`src/rtl/tdm_pkg.sv`:
```
`timescale 1ns/1ps
package tdm_pkg;
  localparam int unsigned CTRL_EN_BIT    = 0;
  localparam int unsigned CTRL_SLAVE_BIT = 1;
  localparam int unsigned CTRL_LONG_BIT  = 2;
  localparam int unsigned CTRL_EARLY_BIT = 3;
  localparam int unsigned CTRL_POL_BIT   = 5;

  localparam logic ADDR_CTRL = 1'b0;
  localparam logic ADDR_DIV  = 1'b1;

  typedef struct packed {
    logic pol;
    logic early;
    logic long_sync;
    logic slave;
    logic en;
  } tdm_ctrl_t;

  function automatic tdm_ctrl_t unpack_ctrl(input logic [5:0] w);
    tdm_ctrl_t c;
    c.en        = w[CTRL_EN_BIT];
    c.slave     = w[CTRL_SLAVE_BIT];
    c.long_sync = w[CTRL_LONG_BIT];
    c.early     = w[CTRL_EARLY_BIT];
    c.pol       = w[CTRL_POL_BIT];
    return c;
  endfunction
endpackage

```
`src/rtl/tdm_edge_det.sv`:
```
`timescale 1ns/1ps
module tdm_edge_det (
  input  logic clk_i,
  input  logic rst_ni,
  input  logic bclk_i,
  input  logic en_i,
  input  logic pol_i,
  output logic tx_stb_o,
  output logic rx_stb_o
);
  logic bclk_q;
  logic rise, fall;

  always_ff @(posedge clk_i or negedge rst_ni) begin
    if (!rst_ni) bclk_q <= 1'b0;
    else         bclk_q <= bclk_i;
  end

  assign rise = bclk_i & ~bclk_q;
  assign fall = ~bclk_i & bclk_q;

  // pol 0: launch on rise, capture on fall
  assign tx_stb_o = en_i & (pol_i ? fall : rise);
  assign rx_stb_o = en_i & (pol_i ? rise : fall);
endmodule

```
`src/rtl/tdm_cfg_regs.sv`:
```
`timescale 1ns/1ps
module tdm_cfg_regs
  import tdm_pkg::*;
#(
  parameter int unsigned DATA_W  = 32,
  parameter int unsigned DIV_W   = 16,
  parameter int unsigned SLEN_W  = 6,
  parameter int unsigned SCNT_W  = 4,
  parameter int unsigned DIV_RST = 63
) (
  input  logic              clk_i,
  input  logic              rst_ni,
  input  logic              we_i,
  input  logic              addr_i,
  input  logic [DATA_W-1:0] wdata_i,
  input  logic [SLEN_W-1:0] slot_len_i,
  input  logic [SCNT_W-1:0] slot_cnt_i,
  output tdm_ctrl_t         ctrl_o,
  output logic [DIV_W-1:0]  div_o,
  output logic              err_o
);
  localparam int unsigned PROD_W = SLEN_W + SCNT_W;
  localparam int unsigned CMP_W  = (DIV_W + 1 > PROD_W) ? DIV_W + 1 : PROD_W;

  tdm_ctrl_t        ctrl_q;
  logic [DIV_W-1:0] div_q;
  logic             err_q;

  logic [CMP_W-1:0] frame_len, need_len, slen_ext;
  logic             bad_geom, bad_long, bad_div;
  logic             unused_wdata;

  assign unused_wdata = ^wdata_i[DATA_W-1:DIV_W];

  assign frame_len = CMP_W'(wdata_i[DIV_W-1:0]) + CMP_W'(1);
  assign need_len  = CMP_W'(slot_len_i) * CMP_W'(slot_cnt_i);
  assign slen_ext  = CMP_W'(slot_len_i);

  assign bad_geom = frame_len < need_len;
  assign bad_long = ctrl_q.long_sync && (slot_cnt_i <= SCNT_W'(1)) && (frame_len <= slen_ext);
  assign bad_div  = bad_geom | bad_long;

  always_ff @(posedge clk_i or negedge rst_ni) begin
    if (!rst_ni) begin
      ctrl_q <= '0;
      div_q  <= DIV_W'(DIV_RST);
      err_q  <= 1'b0;
    end else if (we_i) begin
      if (addr_i == ADDR_CTRL) begin
        ctrl_q <= unpack_ctrl(wdata_i[5:0]);
      end else begin
        err_q <= bad_div;
        if (!bad_div) div_q <= wdata_i[DIV_W-1:0];
      end
    end
  end

  assign ctrl_o = ctrl_q;
  assign div_o  = div_q;
  assign err_o  = err_q;
endmodule

```
`src/rtl/tdm_bit_counter.sv`:
```
`timescale 1ns/1ps
module tdm_bit_counter #(
  parameter int unsigned DIV_W = 16
) (
  input  logic             clk_i,
  input  logic             rst_ni,
  input  logic             en_i,
  input  logic             slave_i,
  input  logic             early_i,   // effective early (short sync only)
  input  logic [DIV_W-1:0] div_i,
  input  logic             tx_stb_i,
  input  logic             rx_stb_i,
  input  logic             fsync_i,
  output logic [DIV_W-1:0] pos_o,
  output logic             start_o
);
  logic [DIV_W-1:0] cnt_q, cnt_d, tgt;
  logic             fs_last_q, fs_last_d;
  logic             start_q, start_d;

  assign tgt = early_i ? div_i : '0;

  always_comb begin
    cnt_d     = cnt_q;
    fs_last_d = fs_last_q;
    start_d   = 1'b0;
    if (!en_i) begin
      cnt_d     = '0;
      fs_last_d = 1'b0;
    end else if (tx_stb_i) begin
      cnt_d   = (cnt_q >= div_i) ? '0 : cnt_q + DIV_W'(1);
      start_d = (cnt_d == '0);
    end else if (rx_stb_i) begin
      fs_last_d = fsync_i;
      // slave re-alignment on a rising external sync
      if (slave_i && fsync_i && !fs_last_q) begin
        cnt_d   = tgt;
        start_d = (tgt == '0) && (cnt_q != '0);
      end
    end
  end

  always_ff @(posedge clk_i or negedge rst_ni) begin
    if (!rst_ni) begin
      cnt_q     <= '0;
      fs_last_q <= 1'b0;
      start_q   <= 1'b0;
    end else begin
      cnt_q     <= cnt_d;
      fs_last_q <= fs_last_d;
      start_q   <= start_d;
    end
  end

  assign pos_o   = cnt_q;
  assign start_o = start_q;
endmodule

```
`src/rtl/tdm_sync_gen.sv`:
```
`timescale 1ns/1ps
module tdm_sync_gen #(
  parameter int unsigned DIV_W  = 16,
  parameter int unsigned SLEN_W = 6
) (
  input  logic              en_i,
  input  logic              master_i,
  input  logic              long_i,
  input  logic              early_i,
  input  logic [DIV_W-1:0]  div_i,
  input  logic [DIV_W-1:0]  pos_i,
  input  logic [SLEN_W-1:0] slot_len_i,
  output logic              fsync_o
);
  logic short_hit, long_hit;

  assign short_hit = early_i ? (pos_i == div_i) : (pos_i == '0);
  assign long_hit  = pos_i < DIV_W'(slot_len_i);
  assign fsync_o   = en_i & master_i & (long_i ? long_hit : short_hit);
endmodule

```
`src/rtl/tdm_frame_gen.sv`:
```
`timescale 1ns/1ps
module tdm_frame_gen
  import tdm_pkg::*;
#(
  parameter int unsigned DATA_W  = 32,
  parameter int unsigned DIV_W   = 16,
  parameter int unsigned SLEN_W  = 6,
  parameter int unsigned SCNT_W  = 4,
  parameter int unsigned DIV_RST = 63
) (
  input  logic              clk_i,
  input  logic              rst_ni,
  input  logic              reg_we_i,
  input  logic              reg_addr_i,
  input  logic [DATA_W-1:0] reg_wdata_i,
  input  logic [SLEN_W-1:0] slot_len_i,
  input  logic [SCNT_W-1:0] slot_cnt_i,
  input  logic              bclk_i,
  input  logic              fsync_i,
  output logic              fsync_o,
  output logic              frame_start_o,
  output logic [DIV_W-1:0]  bit_pos_o,
  output logic              tx_edge_o,
  output logic              rx_edge_o,
  output logic              cfg_err_o
);
  tdm_ctrl_t        ctrl_q;
  logic [DIV_W-1:0] div_q;
  logic             tx_stb, rx_stb;
  logic             early_eff;

  assign early_eff = ctrl_q.early & ~ctrl_q.long_sync;

  tdm_cfg_regs #(
    .DATA_W (DATA_W),
    .DIV_W  (DIV_W),
    .SLEN_W (SLEN_W),
    .SCNT_W (SCNT_W),
    .DIV_RST(DIV_RST)
  ) u_cfg (
    .clk_i     (clk_i),
    .rst_ni    (rst_ni),
    .we_i      (reg_we_i),
    .addr_i    (reg_addr_i),
    .wdata_i   (reg_wdata_i),
    .slot_len_i(slot_len_i),
    .slot_cnt_i(slot_cnt_i),
    .ctrl_o    (ctrl_q),
    .div_o     (div_q),
    .err_o     (cfg_err_o)
  );

  tdm_edge_det u_edge (
    .clk_i   (clk_i),
    .rst_ni  (rst_ni),
    .bclk_i  (bclk_i),
    .en_i    (ctrl_q.en),
    .pol_i   (ctrl_q.pol),
    .tx_stb_o(tx_stb),
    .rx_stb_o(rx_stb)
  );

  tdm_bit_counter #(.DIV_W(DIV_W)) u_cnt (
    .clk_i   (clk_i),
    .rst_ni  (rst_ni),
    .en_i    (ctrl_q.en),
    .slave_i (ctrl_q.slave),
    .early_i (early_eff),
    .div_i   (div_q),
    .tx_stb_i(tx_stb),
    .rx_stb_i(rx_stb),
    .fsync_i (fsync_i),
    .pos_o   (bit_pos_o),
    .start_o (frame_start_o)
  );

  tdm_sync_gen #(.DIV_W(DIV_W), .SLEN_W(SLEN_W)) u_sync (
    .en_i      (ctrl_q.en),
    .master_i  (~ctrl_q.slave),
    .long_i    (ctrl_q.long_sync),
    .early_i   (early_eff),
    .div_i     (div_q),
    .pos_i     (bit_pos_o),
    .slot_len_i(slot_len_i),
    .fsync_o   (fsync_o)
  );

  assign tx_edge_o = tx_stb;
  assign rx_edge_o = rx_stb;
endmodule

```
`config.mk`:
```
export PLATFORM = sky130hd
export DESIGN_NAME = tdm_frame_gen
export DESIGN_NICKNAME = d
export VERILOG_FILES = /design/src/rtl/tdm_pkg.sv /design/src/rtl/tdm_edge_det.sv /design/src/rtl/tdm_cfg_regs.sv /design/src/rtl/tdm_bit_counter.sv /design/src/rtl/tdm_sync_gen.sv /design/src/rtl/tdm_frame_gen.sv
export SDC_FILE = /design/constraint.sdc
export NUM_CORES = 1
export LEC_CHECK = 0
export BUFFER_PORTS_ARGS = -buffer_cell sky130_fd_sc_hd__buf_4
export CAP_MARGIN = 20
export CORE_ASPECT_RATIO = 0.5
export CORE_MARGIN = 5
export CORE_UTILIZATION = 48
export CTS_BUF_LIST = sky130_fd_sc_hd__clkbuf_8
export DETAILED_ROUTE_END_ITERATION = 12
export GPL_ROUTABILITY_DRIVEN = 0
export GPL_TIMING_DRIVEN = 0
export PLACE_DENSITY_LB_ADDON = 0.3
export SLEW_MARGIN = 15
export SYNTH_ARGS = -nofsm -noshare
export SYNTH_HDL_FRONTEND = slang
export SYNTH_SLANG_ARGS = --single-unit
```
`constraint.sdc`:
```
create_clock -name clk_i -period 4 [get_ports clk_i]
set_input_delay 0.2 -clock clk_i [delete_from_list [all_inputs] [get_ports clk_i]]
set_output_delay 0.2 -clock clk_i [all_outputs]
set_load 0.01 [all_outputs]
```
==> results by group <==
Timing
  – Tcrit/Tclk final: around 99%
  – Number of setup violations in the final report: 0
  – Final hold vios: 0
  – Worst-Margin Slew: between 0.7 and 0.8 ns
  – Max Fclk: about 0.25 GHz
  – Post-layout min period: ~4 ns
  – Fin. max-slew vios: 0
  – Setup tns final: 0 ns
  – Max_slew headroom: between 50% and 60%
  – RSZ-0062 raised after global routing: true
  – Final Hold Slack: between 0.04 and 0.05 ns
  – Worst Skew: 0.0117 ns

Setup path
  – Slowest stage delay, CP: ~0.55 ns
  – Crit-path slowest cell: fa_1
  – WP data required: 4.18 ns
  – CP Max Fanout: 6
  – Kind of critical path: in -> reg
  – Crit end category: flip-flop
  – CP dominant cell by count: a21o_1
  – Startpoint Class: input pin
  – Worst path arrival time: between 4 and 5 ns
  – Crit-path cells: buf_8 -> nand2_4 -> fa_1 -> inv_2 -> fa_1 -> ha_1 -> a21o_1 -> a21oi_2 -> o21bai_1 -> a21oi_2 -> xor2_1 -> ha_1 -> a21o_1 -> a21o_1 -> a221o_1 -> o41ai_4 -> a21oi_4 -> buf_6 -> mux2_4

Finish
  – Area grow syn2layout: 19.7%
  – Final Net Count: roughly 660
  – Fillers: 755
  – Ant diodes: 0
  – Post-route insts no fill: about 660
  – Most frequent cells in the layout: 54 x buf_4, 52 x ha_1, 40 x inv_1
  – Share of layout cells above drive strength 1: a little under a quarter
  – Commonest non-fill, non-tap cell in the layout: buf_4
  – Finished Core Util: between 60% and 70%

Place
  – DP HPWL: a little under 9000 um
  – IO buf count: 52
  – Cells after DPL: approximately 640

Logic synthesis
  – Syn Area/Cell: 8.63 um2
  – Cells after synthesis: 480
  – Seq/Total Area, Yosys: 25.0%
  – Post-synth EDFFs: 0
  – Top post-synthesis cells by area: dfrtp_1 21%, ha_1 16%, inv_1 4.1%
  – Yosys reg bits: approximately 40
  – Post-synthesis cell type count: 58
  – Yosys warns: 0
  – Synth Cell Area: approximately 4100 um2
  – Post-synth top area share: about a fifth
  – Mapped Nets: 589
  – Top FF cell, synth: dfrtp_1
  – Post-synth top area cell: dfrtp_1
  – Async SR Flop Fraction: 100%

Power and ir drop
  – Lkg Pwr: approximately 2.4 nW
  – VDD IR max: about 0.15 mV
  – Pwr/cell area: 289 nW/um2
  – Tot Pwr: 1.43 mW

Floorplanning
  – Core area: a little over 8000 um2
  – Chip width: 141 um
  – Die Y: 75.7 um
  – FP Rows: 23
  – Die ar.: roughly 11,000 um2
  – I/O Pins: 69
  – Initial Utilization: roughly half

Clocking
  – Sink Count: 41
  – Clock-pin slew on the worst setup and hold paths: approximately 0.09 ns
  – CTS tree: done
  – Max H-tree Level: 2
  – Worst-case clock buffer depth: 2
  – Clk_lat worst skew: around 0.3 ns
  – Clock Tree Root: clkbuf_8
  – Num CTS Buffers: 5

Detailed routing
  – Number of vias per cell: just under 6
  – Via count: 3,832
  – Final ANT Viol Nets: 0
  – Drt first pass iters: 7
  – Iteration-0 DRC Markers: between 300 and 400
  – Detailed Route WL: approximately 11,000 um
  – DRC viols: 0
  – Avg WL per Cell: about 17 um

Global routing
  – Pin count of the biggest net entering global routing: 42
  – Most Crowded Layer GR: met2
  – First-pass GRT wire length: about 18,000 um
  – Grt total ovfl: 0
  – Vias in the first global route: about 3.7k
  – Initial antenna violation count: 0
  – Routing usage on met1: 29.2%
  – Gr usage total: 20.9%
  – Met2 Usage GRT: a little over a third
  – Routing usage on met3: under 10%

Job
  – Max_cap viols: 0

Status
  – Run status: completed

Worst hold path
  – Worst hold path type: in -> reg
[power by group]
| group | leakage, nW | switching [mW] | internal, mW |
|---|---|---|---|
| clock network | 0.0512 | 0.150 | 0.140 |
| logic | 1.82 | 0.325 | 0.282 |
| registers | 0.515 | 0.0692 | 0.467 |
[final timing paths]
kind                       slack (ns)  depth (start not counted)           start              to
setup reg to reg                 1.15                         10  u_cfg.div_o[2]  u_cnt.pos_o[8]
hold reg to reg                  0.53                          1     u_cfg.err_o     u_cfg.err_o
min in group asynchronous        0.41                          2          rst_ni  u_cnt.pos_o[9]
setup / recovery                 0.06                         19   slot_cnt_i[3]  u_cfg.div_o[9]
hold / removal                   0.05                          1          bclk_i   u_edge.bclk_q
max in group asynchronous        3.21                          2          rst_ni  u_cfg.div_o[3]
[metal layers]
layer | part of all wire (%) | wire, um
met1 | 48 | 5340
met2 | 45 | 4910
met3 | 5.1 | 566
met4 | 1.7 | 192
met5 | 0 | 0
[metrics by stage]
step	cell area [um2]	setup WS, ns
after floorplan	4170	0.00430
after global placement	4700	-0.438
after detailed placement	4700	-0.485
after CTS	4830	0.00702
after global routing	4960	-0.0831
final	4960	0.0582
[timing repair]
action,in CTS,in global routing
endpoints found under the hold margin,35,0
gates cloned,0,1
gates resized for setup,2,27
setup buffers,2,6
setup endpoints to repair,6,13
hold buffers,1,0
pin swaps,1,17
[state kept, by name (all words and copies together) (netlist names)]
| name | cells |
|---|---|
| u_cfg.div_o | 16 |
| u_cnt.pos_o | 16 |
| u_cfg.ctrl_o | 5 |
| u_cfg.err_o | 1 |
| u_cnt.fs_last_q | 1 |
| u_cnt.start_o | 1 |
| u_edge.bclk_q | 1 |
[critical path, delay by kind of cell]
family	cells	cell delay, ns
adder cells (fa/ha/maj)	4	1.60
AO/OA/AOI/OAI	9	1.50
multiplexers	1	0.30
buffers and inverters	3	0.28
XOR/XNOR	1	0.18
AND/OR/NAND/NOR	1	0.05
[Yosys cell counts (8+ instances only)]
master and instances:
a21o_1 16, a21oi_1 18, a22oi_1 8, and2_1 14
and3_1 9, clkbuf_1 10, dfrtp_1 35, fa_1 8
ha_1 53, inv_1 45, mux2_2 11, nand2_1 34
nand2b_1 8, nand3_1 28, nand4_1 9, nor2_1 24
nor2b_1 8, nor3_1 14, nor4_1 9, o211ai_1 8
o21ai_0 25, xnor2_1 12, xor2_1 8
[cell families after synthesis]
kind of cell | Yosys count | share of synthesized area [%]
flip-flops | 41 | 25.0
adder cells (fa/ha/maj) | 61 | 19.9
XOR/XNOR | 20 | 4.23
AND/OR/NAND/NOR | 178 | 22.9
AO/OA/AOI/OAI | 103 | 17.1
multiplexers | 20 | 5.53
buffers and inverters | 57 | 5.35
[layout make-up]
type / instances / area [um2] / share of cell area, %
multi-input combinational: 382 / 2970 / 59.8
sequential: 41 / 1030 / 20.8
timing repair buffer: 62 / 500 / 10.1
inverter: 46 / 173 / 3.48
tap: 112 / 140 / 2.83
clock buffer: 6 / 82.6 / 1.67
buffer: 11 / 48.8 / 0.984
clock inverter: 2 / 13.8 / 0.278
Note: power is estimated with default switching activity, not from simulation.
